## config.mk

```make
export PLATFORM = sky130hd
export DESIGN_NAME = pfd_lock_detector
export DESIGN_NICKNAME = d
export VERILOG_FILES = /design/src/rtl/pfdl_pkg.sv /design/src/rtl/pfdl_edge_arbiter.sv /design/src/rtl/pfdl_lock_meter.sv /design/src/rtl/pfdl_out_map.sv /design/src/rtl/pfd_lock_detector.sv
export SDC_FILE = /design/constraint.sdc
export NUM_CORES = 1
export LEC_CHECK = 0
export BUFFER_PORTS_ARGS = -buffer_cell sky130_fd_sc_hd__buf_2
export CAP_MARGIN = 20
export CORE_AREA = 2 2 39 41
export CTS_BUF_LIST = sky130_fd_sc_hd__clkbuf_2 sky130_fd_sc_hd__clkbuf_4 sky130_fd_sc_hd__clkbuf_8
export DETAILED_ROUTE_END_ITERATION = 7
export DIE_AREA = 0 0 41 43
export MAX_ROUTING_LAYER = met4
export PLACE_DENSITY = 0.67
export SKIP_CTS_REPAIR_TIMING = 1
export SLEW_MARGIN = 20
export SYNTH_ARGS = -nofsm -noshare
export SYNTH_HDL_FRONTEND = slang
export SYNTH_SLANG_ARGS = --single-unit
```

## constraint.sdc

```tcl
create_clock -name clk_osc -period 3.4 [get_ports clk_osc]
set_input_delay 0.17 -clock clk_osc [delete_from_list [all_inputs] [get_ports clk_osc]]
set_output_delay 0.17 -clock clk_osc [all_outputs]
set_load 0.005 [all_outputs]
```

## src/rtl/pfdl_pkg.sv

```systemverilog
package pfdl_pkg;
   // Which event is waiting for its partner.
   typedef enum logic [1:0] {
      LEAD_NONE = 2'd0,
      LEAD_REF  = 2'd1,
      LEAD_FB   = 2'd2
   } lead_e;
endpackage

```

## src/rtl/pfdl_edge_arbiter.sv

```systemverilog
module pfdl_edge_arbiter
   import pfdl_pkg::*;
(
   input  logic  clk,
   input  logic  rst_n,
   input  logic  run_en,
   input  logic  ref_evt,
   input  logic  fb_evt,
   output lead_e lead_q,
   output logic  done
);
   lead_e lead_d;

   // A comparison completes when the missing side arrives.
   always_comb begin
      unique case (lead_q)
         LEAD_REF: done = fb_evt;
         LEAD_FB:  done = ref_evt;
         default:  done = ref_evt & fb_evt;
      endcase
   end

   always_comb begin
      lead_d = lead_q;
      if (!run_en || done) begin
         lead_d = LEAD_NONE;
      end else if (lead_q == LEAD_NONE) begin
         if (ref_evt)     lead_d = LEAD_REF;
         else if (fb_evt) lead_d = LEAD_FB;
      end
   end

   always_ff @(posedge clk) begin
      if (!rst_n) lead_q <= LEAD_NONE;
      else        lead_q <= lead_d;
   end

   a_r9_sleep_drops_pending: assert property (@(posedge clk) disable iff (!rst_n)
      !run_en |=> (lead_q == LEAD_NONE));
   a_r3_match_stays_idle: assert property (@(posedge clk) disable iff (!rst_n)
      (lead_q == LEAD_NONE && ref_evt && fb_evt) |=> (lead_q == LEAD_NONE));
   a_r1_no_illegal_state: assert property (@(posedge clk) disable iff (!rst_n)
      lead_q != 2'd3);
endmodule

```

## src/rtl/pfdl_lock_meter.sv

```systemverilog
module pfdl_lock_meter #(
   parameter int TWU      = 3,
   parameter int TWL      = 2,
   parameter int LOCK_CYC = 3
) (
   input  logic clk,
   input  logic rst_n,
   input  logic run_en,
   input  logic active,
   input  logic done,
   output logic lock_q,
   output logic skip_q
);
   localparam int ERR_W = $clog2(TWU + 1);
   localparam int CNT_W = $clog2(LOCK_CYC + 1);
   localparam logic [ERR_W-1:0] ERR_MAX = ERR_W'(TWU);
   localparam logic [ERR_W:0]   UNLK_V  = (ERR_W+1)'(TWU);
   localparam logic [ERR_W:0]   LOCK_V  = (ERR_W+1)'(TWL);
   localparam logic [CNT_W-1:0] GOOD_V  = CNT_W'(LOCK_CYC);

   logic [ERR_W-1:0] err_q;
   logic [CNT_W-1:0] good_q, good_inc;
   logic [ERR_W:0]   run_raw, run_err;
   logic             too_far, small_err;

   // Error so far, in oscillator cycles, including the present cycle.
   assign run_raw   = {1'b0, err_q} + (ERR_W+1)'(active);
   assign run_err   = (run_raw > UNLK_V) ? UNLK_V : run_raw;
   assign too_far   = active && (run_err >= UNLK_V);
   assign small_err = (run_err <= LOCK_V);
   assign good_inc  = (good_q == GOOD_V) ? good_q : good_q + 1'b1;

   always_ff @(posedge clk) begin
      if (!rst_n) begin
         err_q  <= '0;
         good_q <= '0;
         lock_q <= 1'b0;
         skip_q <= 1'b0;
      end else if (!run_en) begin
         err_q  <= '0;
         good_q <= '0;
         lock_q <= 1'b1;
         skip_q <= 1'b1;
      end else begin
         if (done || !active)        err_q <= '0;
         else if (err_q != ERR_MAX)  err_q <= err_q + 1'b1;

         if (skip_q) begin
            if (done) skip_q <= 1'b0;
         end else if (too_far) begin
            lock_q <= 1'b0;
            good_q <= '0;
         end else if (done) begin
            if (small_err) begin
               good_q <= good_inc;
               if (good_inc == GOOD_V) lock_q <= 1'b1;
            end else begin
               good_q <= '0;
            end
         end
      end
   end

   a_r5_unlock_next: assert property (@(posedge clk) disable iff (!rst_n)
      (run_en && !skip_q && too_far) |=> !lock_q);
   a_r6_rise_on_compare: assert property (@(posedge clk) disable iff (!rst_n)
      ($rose(lock_q) && $past(run_en)) |-> $past(done && small_err));
   a_r9_sleep_lock_high: assert property (@(posedge clk) disable iff (!rst_n)
      !run_en |=> lock_q);
   a_r10_first_ignored: assert property (@(posedge clk) disable iff (!rst_n)
      (run_en && skip_q && done) |=> ($stable(lock_q) && !skip_q));
   a_r5_err_bounded: assert property (@(posedge clk) disable iff (!rst_n)
      err_q <= ERR_MAX);
endmodule

```

## src/rtl/pfdl_out_map.sv

```systemverilog
module pfdl_out_map
   import pfdl_pkg::*;
#(
   parameter bit PUMP_REG = 1'b0
) (
   input  logic  clk,
   input  logic  rst_n,
   input  lead_e lead_q,
   input  logic  visible,
   input  logic  pol_sel,
   input  logic  pump_en,
   output logic  pump_oe,
   output logic  pump_val,
   output logic  cmp_cmos,
   output logic  cmp_od_pull
);
   logic up, dn;
   logic oe_c, val_c, cmos_c, od_c;

   assign up     = visible && (lead_q == LEAD_REF);
   assign dn     = visible && (lead_q == LEAD_FB);
   assign oe_c   = pump_en && (up || dn);
   assign val_c  = pol_sel ? up : dn;
   assign cmos_c = pol_sel ? dn : up;
   assign od_c   = pol_sel ? up : dn;

   generate
      if (PUMP_REG) begin : g_reg
         always_ff @(posedge clk) begin
            if (!rst_n) begin
               pump_oe     <= 1'b0;
               pump_val    <= 1'b0;
               cmp_cmos    <= 1'b0;
               cmp_od_pull <= 1'b0;
            end else begin
               pump_oe     <= oe_c;
               pump_val    <= val_c;
               cmp_cmos    <= cmos_c;
               cmp_od_pull <= od_c;
            end
         end
      end else begin : g_comb
         assign pump_oe     = oe_c;
         assign pump_val    = val_c;
         assign cmp_cmos    = cmos_c;
         assign cmp_od_pull = od_c;

         a_r8_disable_holds: assert property (@(posedge clk) disable iff (!rst_n)
            !pump_en |-> !pump_oe);
         a_r1_drive_needs_lead: assert property (@(posedge clk) disable iff (!rst_n)
            pump_oe |-> (lead_q != LEAD_NONE));
         a_r4_lines_exclusive: assert property (@(posedge clk) disable iff (!rst_n)
            !(cmp_cmos && cmp_od_pull));
      end
   endgenerate
endmodule

```

## src/rtl/pfd_lock_detector.sv

```systemverilog
module pfd_lock_detector
   import pfdl_pkg::*;
#(
   parameter int TWU      = 3,
   parameter int TWL      = 2,
   parameter int LOCK_CYC = 3,
   parameter bit PUMP_REG = 1'b0
) (
   input  logic clk_osc,
   input  logic rst_n,
   input  logic ref_evt,
   input  logic fb_evt,
   input  logic pol_sel,
   input  logic mon_sel,
   input  logic pump_en,
   input  logic run_en,
   input  logic cur_sel_i,
   output logic pump_oe,
   output logic pump_val,
   output logic cmp_cmos,
   output logic cmp_od_pull,
   output logic mon_out,
   output logic lock_out,
   output logic cur_sel_o
);
   generate
      if (TWU < 2)       begin : g_bad_twu  $error("TWU must be at least 2");   end
      if (TWL >= TWU)    begin : g_bad_twl  $error("TWL must be below TWU");    end
      if (LOCK_CYC < 1)  begin : g_bad_cyc  $error("LOCK_CYC must be >= 1");    end
   endgenerate

   lead_e lead_q;
   logic  done, lock_q, skip_q, visible;

   pfdl_edge_arbiter u_arb (
      .clk     (clk_osc),
      .rst_n   (rst_n),
      .run_en  (run_en),
      .ref_evt (ref_evt),
      .fb_evt  (fb_evt),
      .lead_q  (lead_q),
      .done    (done)
   );

   pfdl_lock_meter #(
      .TWU      (TWU),
      .TWL      (TWL),
      .LOCK_CYC (LOCK_CYC)
   ) u_lock (
      .clk     (clk_osc),
      .rst_n   (rst_n),
      .run_en  (run_en),
      .active  (lead_q != LEAD_NONE),
      .done    (done),
      .lock_q  (lock_q),
      .skip_q  (skip_q)
   );

   assign visible = run_en && !skip_q;

   pfdl_out_map #(
      .PUMP_REG (PUMP_REG)
   ) u_map (
      .clk         (clk_osc),
      .rst_n       (rst_n),
      .lead_q      (lead_q),
      .visible     (visible),
      .pol_sel     (pol_sel),
      .pump_en     (pump_en),
      .pump_oe     (pump_oe),
      .pump_val    (pump_val),
      .cmp_cmos    (cmp_cmos),
      .cmp_od_pull (cmp_od_pull)
   );

   assign lock_out  = run_en ? lock_q : 1'b1;
   assign mon_out   = mon_sel ? (pol_sel ? ref_evt : fb_evt) : lock_out;
   assign cur_sel_o = cur_sel_i;

   a_r10_quiet_after_wake: assert property (@(posedge clk_osc) disable iff (!rst_n)
      ($rose(run_en)) |-> (!pump_oe && !cmp_cmos && !cmp_od_pull));
endmodule

```

== Word-level counts from Yosys, hierarchy flattened ==
Index checks and enable logic that the tools add are counted.
Word-level totals
  register bits after elaboration: 8
  input bits: 9
  output and inout port bits: 7
  logic and storage cells: 67
Operators by class
  $add $sub $neg: 3
  order comparisons: 3
  equal/unequal tests: 9
  muxes and demuxes: 22
  bitwise gates (word level): 4
  reduce and logical (&&, ||, !) cells: 21
Operator list (number)
  1-bit two-way mux: 14
  2-bit two-way mux: 6
  3-bit by 1-bit != test with 1-bit output, second input constant: 3
  2-bit equality test, second input constant: 3
  2-bit AND reduction: 3
  2-bit nonzero test: 3
  1-bit logical AND: 5
  2-bit by 1-bit adder with 2-bit output, second input constant: 2
  2-bit != test, second input constant: 2
  4-bit AND reduction: 1
  2-bit by 1-bit adder with 3-bit output: 1
  3-bit by 2-bit greater-or-equal comparator with 1-bit output, second input constant: 1
  3-bit by 2-bit greater-than comparator with 1-bit output, second input constant: 1
  3-bit by 2-bit less-or-equal comparator with 1-bit output, second input constant: 1
  1-bit zero test: 3
  1-bit logical OR: 3
  3-bit two-way mux: 1
  1-bit NOT: 3
  3-bit OR reduction: 1
  2-bit by 1-bit equality test with 1-bit output, second input constant: 1
  2-bit zero test: 1
  1-bit one-hot mux with 2 select lines: 1
  2-bit OR reduction: 1
  1-bit AND: 1

== Depth between registers and ports, before layout ==
Gate-level depths: netlist of the first run.
  depth after elaboration: 10
  mapped depth: 9
  mapped depth without buffers: 8

== By module ==
A second synthesis of the first run with hierarchy kept.
Unflattened totals
  cells, all modules: 65
  area total of the unflattened synthesis: 568.0 µm²
By module, submodules not included
  pfdl_lock_meter: times used 1, cells an instance 35, area each 316.6 µm², seq. area each 120.1 µm²
  pfdl_edge_arbiter: times used 1, cells an instance 15, area each 147.6 µm², seq. area each 40.0 µm²
  pfd_lock_detector: times used 1, cells an instance 6, area each 52.6 µm², seq. area each 0.0 µm²
  pfdl_out_map: times used 1, cells an instance 9, area each 51.3 µm², seq. area each 0.0 µm²

== Worst setup path after synthesis of the first run ==
Ideal clock, no wire load.
  kind: flip-flop to flip-flop
  start point: register u_arb.lead_q[0]
  end point: register u_lock.good_q[1]
  setup time: 0.127 ns
  arrival: 1.849 ns
  data required time: 3.273 ns
  path slack: 1.424 ns
  stages on the path, launching flop included: 9
  path buffers: 1
  clock period less this slack: 1.976 ns
  cell sequence: dfxtp_1 inv_1 ha_1 clkbuf_1 inv_1 ha_1 maj3_1 a41oi_1 a221oi_2
Between the ends
  longest elaborated chain between the ends: 8
Ends and longest elaborated chain
  start, declared: line pfdl_edge_arbiter.sv:9  | output lead_e lead_q,
  start signal, assigned: line pfdl_edge_arbiter.sv:35  | else lead_q <= lead_d;
  2-bit nonzero test: line pfd_lock_detector.sv:53  | .active (lead_q != LEAD_NONE),
  2-bit by 1-bit adder with 3-bit output: line pfdl_lock_meter.sv:27  | assign run_raw = {1'b0, err_q} + (ERR_W+1)'(active);
  3-bit by 2-bit greater-than comparator with 1-bit output: line pfdl_lock_meter.sv:28  | assign run_err = (run_raw > UNLK_V) ? UNLK_V : run_raw;
  3-bit two-way mux: line pfdl_lock_meter.sv:28
  3-bit by 2-bit less-or-equal comparator with 1-bit output / 3-bit by 2-bit greater-or-equal comparator with 1-bit output (equally long branches): line pfdl_lock_meter.sv:30, pfdl_lock_meter.sv:29
  2-bit two-way mux / 1-bit logical AND (equally long branches): line pfdl_lock_meter.sv:54, pfdl_lock_meter.sv:29
  2-bit two-way mux / 2-bit nonzero test (equally long branches)
  2-bit two-way mux / 2-bit AND reduction (equally long branches)
  end signal, assigned: line pfdl_lock_meter.sv:55  | good_q <= good_inc;
  end, declared: line pfdl_lock_meter.sv:22  | logic [CNT_W-1:0] good_q, good_inc;
Several ways; a longest one is shown, not always the timed one. The select of a mux whose other input is x is not followed.
A chain may end at the register's enable or synchronous reset.

== Final worst setup path of the first run ==
  start point: register u_arb.lead_q[1]
  end point: register u_lock.good_q[1]
Same word-level chain as after synthesis.

==> results.cfg, run 1 <==
[floorplan]
num_rows = 14
initial_utilization = 0.410
die_y_microns = 43
pin_count = 16
dieWidth_microns = 41
coreArea_sq_um = 1380
die_area_sq_um = 1760

[logic_synthesis]
synth_area_leaders = dfxtp_1, ha_1, mux2i_1
yosysTopAreaCellShare = 0.283
ys_ff_latch = 8
syn_inst = 62
postSynthAreaPerCell_sq_um = 9.14
ys_seq_area_frac = 0.283
netlist_area_sq_um = 567
synth_nets = 76
yosysMostFrequentCell = dfxtp_1
synth_top_area_cell = dfxtp_1
synth_cell_types = 30
yosys_warnings = 0
synth-async-reset-ratio = 0
synth_edf_count = 0
synth_common_cells = dfxtp_1, inv_1, ha_1, mux2i_1
ys.flop_type = dfxtp_1

[detailed_routing]
wl_mm = 1.14
met1Wirelength_microns = 518
final_antenna_net_count = 0
drc = 0
vias_per_cell = 5.49
drt_pass1_iterations = 4
met2_wirelength_microns = 504
wl_per_cell_microns = 12.5
wl_met3_microns = 76
drt-initial-drc-count = 8
dr_total_vias = 500
top_layer_used = met4

[power_and_ir_drop]
powerDensity_nw_per_um2 = 333
vdd_ir_drop_max_v = 0.000240
leakage_nw = 0.301
power_w = 0.000218

[clock_network]
tritoncts = yes
clk_root_buffer_cell = clkbuf_4
clock_path_buffers = 2
clock-sinks = 8
cts_buffers = 3
clk_latency_ps = 260
clk_pin_slew_ps = 50
h-tree-depth = 1

[place]
dp_cells = 88
portBuffers = 13
dp_hpwl_microns = 880
place.gp.congestion = 0.833

[finish]
fin_cells = 91
layout.nets = 91
filler_cell_count = 144
antenna-diode-count = 0
final_layout_size_suffix_gt1_frac = 0.293
syn_to_final_growth_pct = 15.7
post-route-util = 0.474

[grt]
grt_max_degree = 10
antenna_found_initial = 0
gr-total-overflow = 0
grt_pass1_vias = 483
grt_pass1_wl_mm = 1.85
grt_usage = 0.161

[setup_path]
cp-end-kind = register
start_kind = register
crit_fanout = 9
rr_worst_depth = 7
cp.arrival_ps = 2170
crit_type = register to register
required_ps = 3540

[sta]
fmax_mhz = 494
fin_crit_sh = 0.595
skew_ps = 3.56
rsz0062_at_grt = false
fin_setup_tns_ps = 0
slew_violations = 0
min_period_ps = 2020
setup_viol = 0
worst_slew_margin_rel = 0.792
worstMarginPinSlew_ps = 303
hold_ws_ps = 156
final_hold_viol_count = 0

[job]
max-cap-violations = 0

[outcome]
outcome = finished, final reports clean

[hold_path]
holdPathStages = 2
hold_class = input pin to register
==> placed cells by master (no fill, tap or decap), types with 2 or more instances in the layout <==
cell,n
buf_2,13
dfxtp_1,8
inv_1,6
nand2_1,3
clkbuf_4,3
and2_1,2
a21oi_1,2
nand3_1,4
nor2_1,4
mux2i_1,5
nor4_1,2
ha_1,5
==> layer usage <==
metal / vias up / track usage
li1: 253 / -
met1: 226 / 0.173
met2: 16 / 0.247
met3: 5 / 0.0314
met4: 0 / 0.120
met5: - / -
==> through the flow <==
stage / area (sq um) / worst slack, ps
after floorplan: 567 / 1420
after detailed placement: 633 / 1380
after global routing: 656 / 1240
after global placement: 633 / 1430
final: 656 / 1380
after CTS: 656 / 1380
==> layout make-up <==
cell class	instances	area, sq um	share of cell area
Multi-Input combinational cell	45	365	0.557
Tap cell	16	20.0	0.0305
Sequential cell	8	160	0.244
Clock buffer	3	22.5	0.0344
Timing Repair Buffer	13	65.1	0.0992
Inverter	6	22.5	0.0344
==> worst paths after layout <==
kind | from | end | slack (ps)
setup / recovery | u_arb.lead_q[1]$_SDFFE_PP0P_ | u_lock.good_q[1]$_SDFFE_PN0P_ | 1380
hold reg to reg | u_lock.good_q[1]$_SDFFE_PN0P_ | u_lock.lock_q$_SDFFE_PN0P_ | 550
hold / removal | ref_evt | u_arb.lead_q[1]$_SDFFE_PP0P_ | 160
setup reg to reg | u_arb.lead_q[1]$_SDFFE_PP0P_ | u_lock.good_q[1]$_SDFFE_PN0P_ | 1380
==> flip-flops by register name (all words and copies together) (netlist names) <==
register	flops
u_lock.skip_q	1
u_lock.lock_q	1
u_lock.err_q	2
u_arb.lead_q	2
u_lock.good_q	2
==> kinds of logic after synthesis <==
kind of cell,count (synthesis),synth area share
compound gates,14,0.227
xor+xnor,1,0.0155
fa+ha+maj,6,0.128
buf+inv,9,0.0728
flops,8,0.283
mux,6,0.115
simple gates,18,0.159
==> critical path, cell delays in order, from the launching register on <==
cell      delay, ps
dfxtp_1         320
inv_1            80
ha_1            340
inv_1           110
ha_1            280
maj3_1          410
a41oi_1         280
a221oi_2        100
==> power by group <==
part	internal, W	switching [W]	total [W]	leakage (nW)
clock	0.0000405	0.0000339	0.0000744	0.0138
sequential	0.0000975	0.00000292	0.000100	0.0654
combinational	0.0000185	0.0000247	0.0000432	0.221
total	0.000157	0.0000615	0.000218	0.301
Note: power is estimated with default switching activity, not from simulation.
==> run 2: changes to the inputs <==
--- a/config.mk
+++ b/config.mk
@@ -12,7 +12,7 @@
 export DETAILED_ROUTE_END_ITERATION = 7
 export DIE_AREA = 0 0 41 43
 export MAX_ROUTING_LAYER = met4
-export PLACE_DENSITY = 0.67
+export PLACE_DENSITY = 0.7
 export SKIP_CTS_REPAIR_TIMING = 1
 export SLEW_MARGIN = 20
 export SYNTH_ARGS = -nofsm -noshare
==> constraint.sdc (replaced) <==
create_clock -name clk_osc -period 1.8 [get_ports clk_osc]
set_input_delay 0.09 -clock clk_osc [delete_from_list [all_inputs] [get_ports clk_osc]]
set_output_delay 0.09 -clock clk_osc [all_outputs]
set_load 0.005 [all_outputs]
==> results.cfg, run 2 (same netlist as run 1, synthesis figures left out) <==
[setup_path]
required_ps = 1940
timing.rr.start = u_arb.lead_q[1]$_SDFFE_PP0P_
crit_chain = inv_1 > ha_1 > inv_1 > ha_1 > maj3_2 > a41oi_2 > a221oi_2
regToRegSetupSlack_ps = 80
start_kind = register
crit_type = register to register
cp-end-kind = register
r2r-end = u_lock.good_q[1]$_SDFFE_PN0P_
cp.arrival_ps = 1860
cp_slowest_cell = dfxtp_1
cp_slowest_stage_delay_ps = 360
crit_fanout = 4
critical_path_buf_inv_count = 2
critical_path.top_delay_family = adder cells
rr_worst_depth = 7

[detailed_routing]
dr_total_vias = 505
drt-initial-drc-count = 6
drc = 0
wl_per_cell_microns = 12.1
drt_pass1_iterations = 4
wl_mm = 1.12
vias_per_cell = 5.43
final_antenna_net_count = 0

[floorplan]
pin_count = 16
initial_utilization = 0.410
num_rows = 14
die_area_sq_um = 1760
dieWidth_microns = 41
die_y_microns = 43
coreArea_sq_um = 1380

[clock_network]
clk_pin_slew_ps = 60
clk_latency_ps = 260
clk_root_buffer_cell = clkbuf_4
cts_buffers = 3
clock_path_buffers = 2
tritoncts = yes
clock-sinks = 8
h-tree-depth = 1

[hold_path]
holdPathStages = 2
whs_endpoint = u_arb.lead_q[1]$_SDFFE_PP0P_
hold_class = input pin to register
min_from = ref_evt

[finish]
fin_cells = 93
mostFrequentLayoutCell = buf_2
antenna-diode-count = 0
final_layout_size_suffix_gt1_frac = 0.351
layout.nets = 93
filler_cell_count = 139
multi_input_area_sq_um = 374
final_area_sq_um = 681
layout_common_cells = buf_2, dfxtp_1, inv_1
post-route-util = 0.492
syn_to_final_growth_pct = 20.1
seqCellArea_sq_um = 161
reg_top3 = u_arb.lead_q (2), u_lock.err_q (2), u_lock.good_q (2)

[sta]
worstMarginPinSlew_ps = 305
fin_setup_tns_ps = 0
final_hold_viol_count = 0
min_period_ps = 1720
worst_slew_margin_rel = 0.791
slew_violations = 0
skew_ps = 3.24
rsz0062_at_grt = false
setup_viol = 0
fmax_mhz = 583
fin_crit_sh = 0.953

[grt]
grt_pass1_wl_mm = 1.82
gr-total-overflow = 0
grt_usage = 0.160
grt_pass1_vias = 458
antenna_found_initial = 0
grt_max_degree = 9

[place]
dpl_cell_area_sq_um = 649
portBuffers = 13
place.gp.congestion = 0.825
dp_cells = 89
dp_hpwl_microns = 848

[power_and_ir_drop]
vdd_ir_drop_max_v = 0.000342
leakage_nw = 0.313
power_w = 0.000414
powerDensity_nw_per_um2 = 609

[job]
max-cap-violations = 0

[outcome]
outcome = finished, final reports clean
## run 2: cell count changes in the layout (fill, tap and decap cells not counted), sizes merged
cell | previous run | this run
buf | 13 | 15
## run 2: report_power, final
group | total (W) | internal [W] | switching (W)
Sequential | 0.000190 | 0.000184 | 0.00000536
Clock | 0.000140 | 0.0000765 | 0.0000637
Combinational | 0.0000843 | 0.0000367 | 0.0000476
Total | 0.000414 | 0.000298 | 0.000117
## run 2: layout make-up
class,instances,area share
well taps,16,0.0294
multi-input cells,45,0.550
clock buffers,3,0.0331
flip-flops and latches,8,0.237
inverters,6,0.0331
repair buffers,15,0.118
## run 2: worst max path at each step
stage / slack (ps) / start / endpoint / depth (start not counted)
global route: 3 / u_arb.lead_q[1]$_SDFFE_PP0P_ / u_lock.good_q[1]$_SDFFE_PN0P_ / 7
finish: 80 / u_arb.lead_q[1]$_SDFFE_PP0P_ / u_lock.good_q[1]$_SDFFE_PN0P_ / 7
CTS: 80 / u_arb.lead_q[0]$_SDFFE_PP0P_ / u_lock.good_q[0]$_SDFFE_PN0P_ / 6
detailed placement: 90 / u_arb.lead_q[0]$_SDFFE_PP0P_ / u_lock.good_q[1]$_SDFFE_PN0P_ / 7
floorplan: 20 / u_arb.lead_q[0]$_SDFFE_PP0P_ / u_lock.good_q[1]$_SDFFE_PN0P_ / 8
global placement: 110 / u_arb.lead_q[1]$_SDFFE_PP0P_ / u_lock.good_q[0]$_SDFFE_PN0P_ / 6
## run 2: worst reg2reg max path, cell delays in order, from the launching register on
cell and delay [ps]:
dfxtp_1 360, inv_1 80, ha_1 190, inv_1 90, ha_1 230, maj3_2 350
a41oi_2 220, a221oi_2 80
## run 2: metal layers
layer  track usage  share of wire  up-vias
met5             -              0        -
met4         0.120          0.037        0
met3        0.0314          0.070        5
met2         0.222           0.42       16
met1         0.194           0.47      228
li1              -              -      256
## run 2: metrics by stage
| step | setup WS, ps | hold WS, ps |
|---|---|---|
| floorplan | 17.0 | 184 |
| global placement | 111 | 180 |
| detailed placement | 90.8 | 180 |
| CTS | 77.5 | 75.6 |
| global route | 3.35 | 85.0 |
| finish | 83.8 | 87.6 |
==> run 3: changes to the inputs <==
--- a/config.mk
+++ b/config.mk
@@ -12,7 +12,7 @@
 export DETAILED_ROUTE_END_ITERATION = 7
 export DIE_AREA = 0 0 41 43
 export MAX_ROUTING_LAYER = met4
-export PLACE_DENSITY = 0.7
+export PLACE_DENSITY = 0.67
 export SKIP_CTS_REPAIR_TIMING = 1
 export SLEW_MARGIN = 20
 export SYNTH_ARGS = -nofsm -noshare
==> constraint.sdc (replaced) <==
create_clock -name clk_osc -period 2.1 [get_ports clk_osc]
set_input_delay 0.105 -clock clk_osc [delete_from_list [all_inputs] [get_ports clk_osc]]
set_output_delay 0.105 -clock clk_osc [all_outputs]
set_load 0.005 [all_outputs]
==> results.cfg, run 3 (same netlist as run 1, synthesis figures left out) <==
[setup_path]
start_kind = register
crit_chain = inv_1 > ha_1 > inv_1 > ha_1 > maj3_1 > a41oi_1 > a221oi_2
critical_path_buf_inv_count = 2
required_ps = 2240
crit_fanout = 4
cp.arrival_ps = 1990
cp_slowest_stage_delay_ps = 410
cp-end-kind = register
cp_slowest_cell = maj3_1
regToRegSetupSlack_ps = 260
critical_path.top_delay_family = adder cells
crit_type = register to register

[floorplan]
die_area_sq_um = 1760
initial_utilization = 0.410
die_y_microns = 43
pin_count = 16
coreArea_sq_um = 1380
num_rows = 14
dieWidth_microns = 41

[power_and_ir_drop]
switching_power_w = 0.000103
p_sw_frac = 0.288
intPower_w = 0.000255
pwr-share-clk = 0.343
vdd_ir_drop_max_v = 0.000329
leakage_nw = 0.305
powerDensity_nw_per_um2 = 539
p_seq_frac = 0.454
power_frac_comb = 0.203

[finish]
layout.nets = 92
seqCellArea_sq_um = 160
final_area_sq_um = 663
mostFrequentLayoutCell = buf_2
reg_top3 = u_arb.lead_q (2), u_lock.err_q (2), u_lock.good_q (2)
post-route-util = 0.479
antenna-diode-count = 0
final_layout_size_suffix_gt1_frac = 0.303
filler_cell_count = 141
fin_cells = 92
multi_input_area_sq_um = 365
layout_common_cells = buf_2, dfxtp_1, inv_1
syn_to_final_growth_pct = 17.0

[sta]
worstMarginPinSlew_ps = 306
fin_setup_tns_ps = 0
fin_crit_sh = 0.878
final_hold_viol_count = 0
slew_violations = 0
fmax_mhz = 543
worst_slew_margin_rel = 0.790
min_period_ps = 1840
setup_viol = 0
skew_ps = 1.04
rsz0062_at_grt = false
hold_ws_ps = 94.2

[clock_network]
h-tree-depth = 1
clk_root_buffer_cell = clkbuf_4
cts_buffers = 3
clock-sinks = 8
tritoncts = yes
clk_latency_ps = 260
clock_path_buffers = 2
clk_pin_slew_ps = 60

[grt]
grt_pass1_wl_mm = 1.84
antenna_found_initial = 0
grt_usage = 0.160
grt_max_degree = 9
gr-total-overflow = 0
grt_pass1_vias = 468

[detailed_routing]
drt_pass1_iterations = 4
final_antenna_net_count = 0
drt-initial-drc-count = 14
wl_per_cell_microns = 12.6
wl_mm = 1.16
vias_per_cell = 5.51
dr_total_vias = 507
drc = 0

[place]
dpl_cell_area_sq_um = 641
dp_hpwl_microns = 872
portBuffers = 13
place.gp.congestion = 0.816
dp_cells = 89

[hold_path]
hold_class = input pin to register

[job]
max-cap-violations = 0

[outcome]
outcome = finished, final reports clean
==> run 3: power groups by stage <==
| stage | clock network (W) | registers [W] | logic [W] |
|---|---|---|---|
| global placement | 0 | 0.000165 | 0.0000714 |
| floorplan | 0 | 0.000164 | 0.0000486 |
| finish | 0.000123 | 0.000162 | 0.0000727 |
| global route | 0.000134 | 0.000163 | 0.0000818 |
| detailed placement | 0 | 0.000166 | 0.0000730 |
| CTS | 0.000127 | 0.000162 | 0.0000735 |
==> run 3: per-layer routing <==
metal  vias up  track usage  share of wire
met5         -            -              0
met4         0       0.0800          0.022
met3         2       0.0471          0.049
met2        13        0.253           0.46
met1       237        0.172           0.47
li1        255            -              -
==> run 3: area by class of cell <==
cell class	count	area share
clock buffers	3	0.0340
inverters	6	0.0340
multi-input cells	45	0.551
flip-flops and latches	8	0.242
well taps	16	0.0302
repair buffers	14	0.109
==> run 3: worst paths after layout <==
path	startpoint	to	cells past startpoint
hold reg to reg	u_lock.good_q[0]$_SDFFE_PN0P_	u_lock.good_q[1]$_SDFFE_PN0P_	2
setup reg to reg	u_arb.lead_q[0]$_SDFFE_PP0P_	u_lock.good_q[1]$_SDFFE_PN0P_	7
hold / removal	ref_evt	u_arb.lead_q[1]$_SDFFE_PP0P_	2
setup / recovery	u_arb.lead_q[0]$_SDFFE_PP0P_	u_lock.good_q[1]$_SDFFE_PN0P_	7
==> run 3: worst reg2reg max path, stage by stage (launching register included) <==
cell and delay, ps:
dfxtp_1 360, inv_1 70, ha_1 200, inv_1 80
ha_1 220, maj3_1 410, a41oi_1 290, a221oi_2 100
==> run 3: stage by stage <==
stage	power [W]	worst slack, ps
floorplan	0.000213	124
global placement	0.000237	319
detailed placement	0.000239	277
CTS	0.000362	271
global route	0.000379	210
finish	0.000358	257
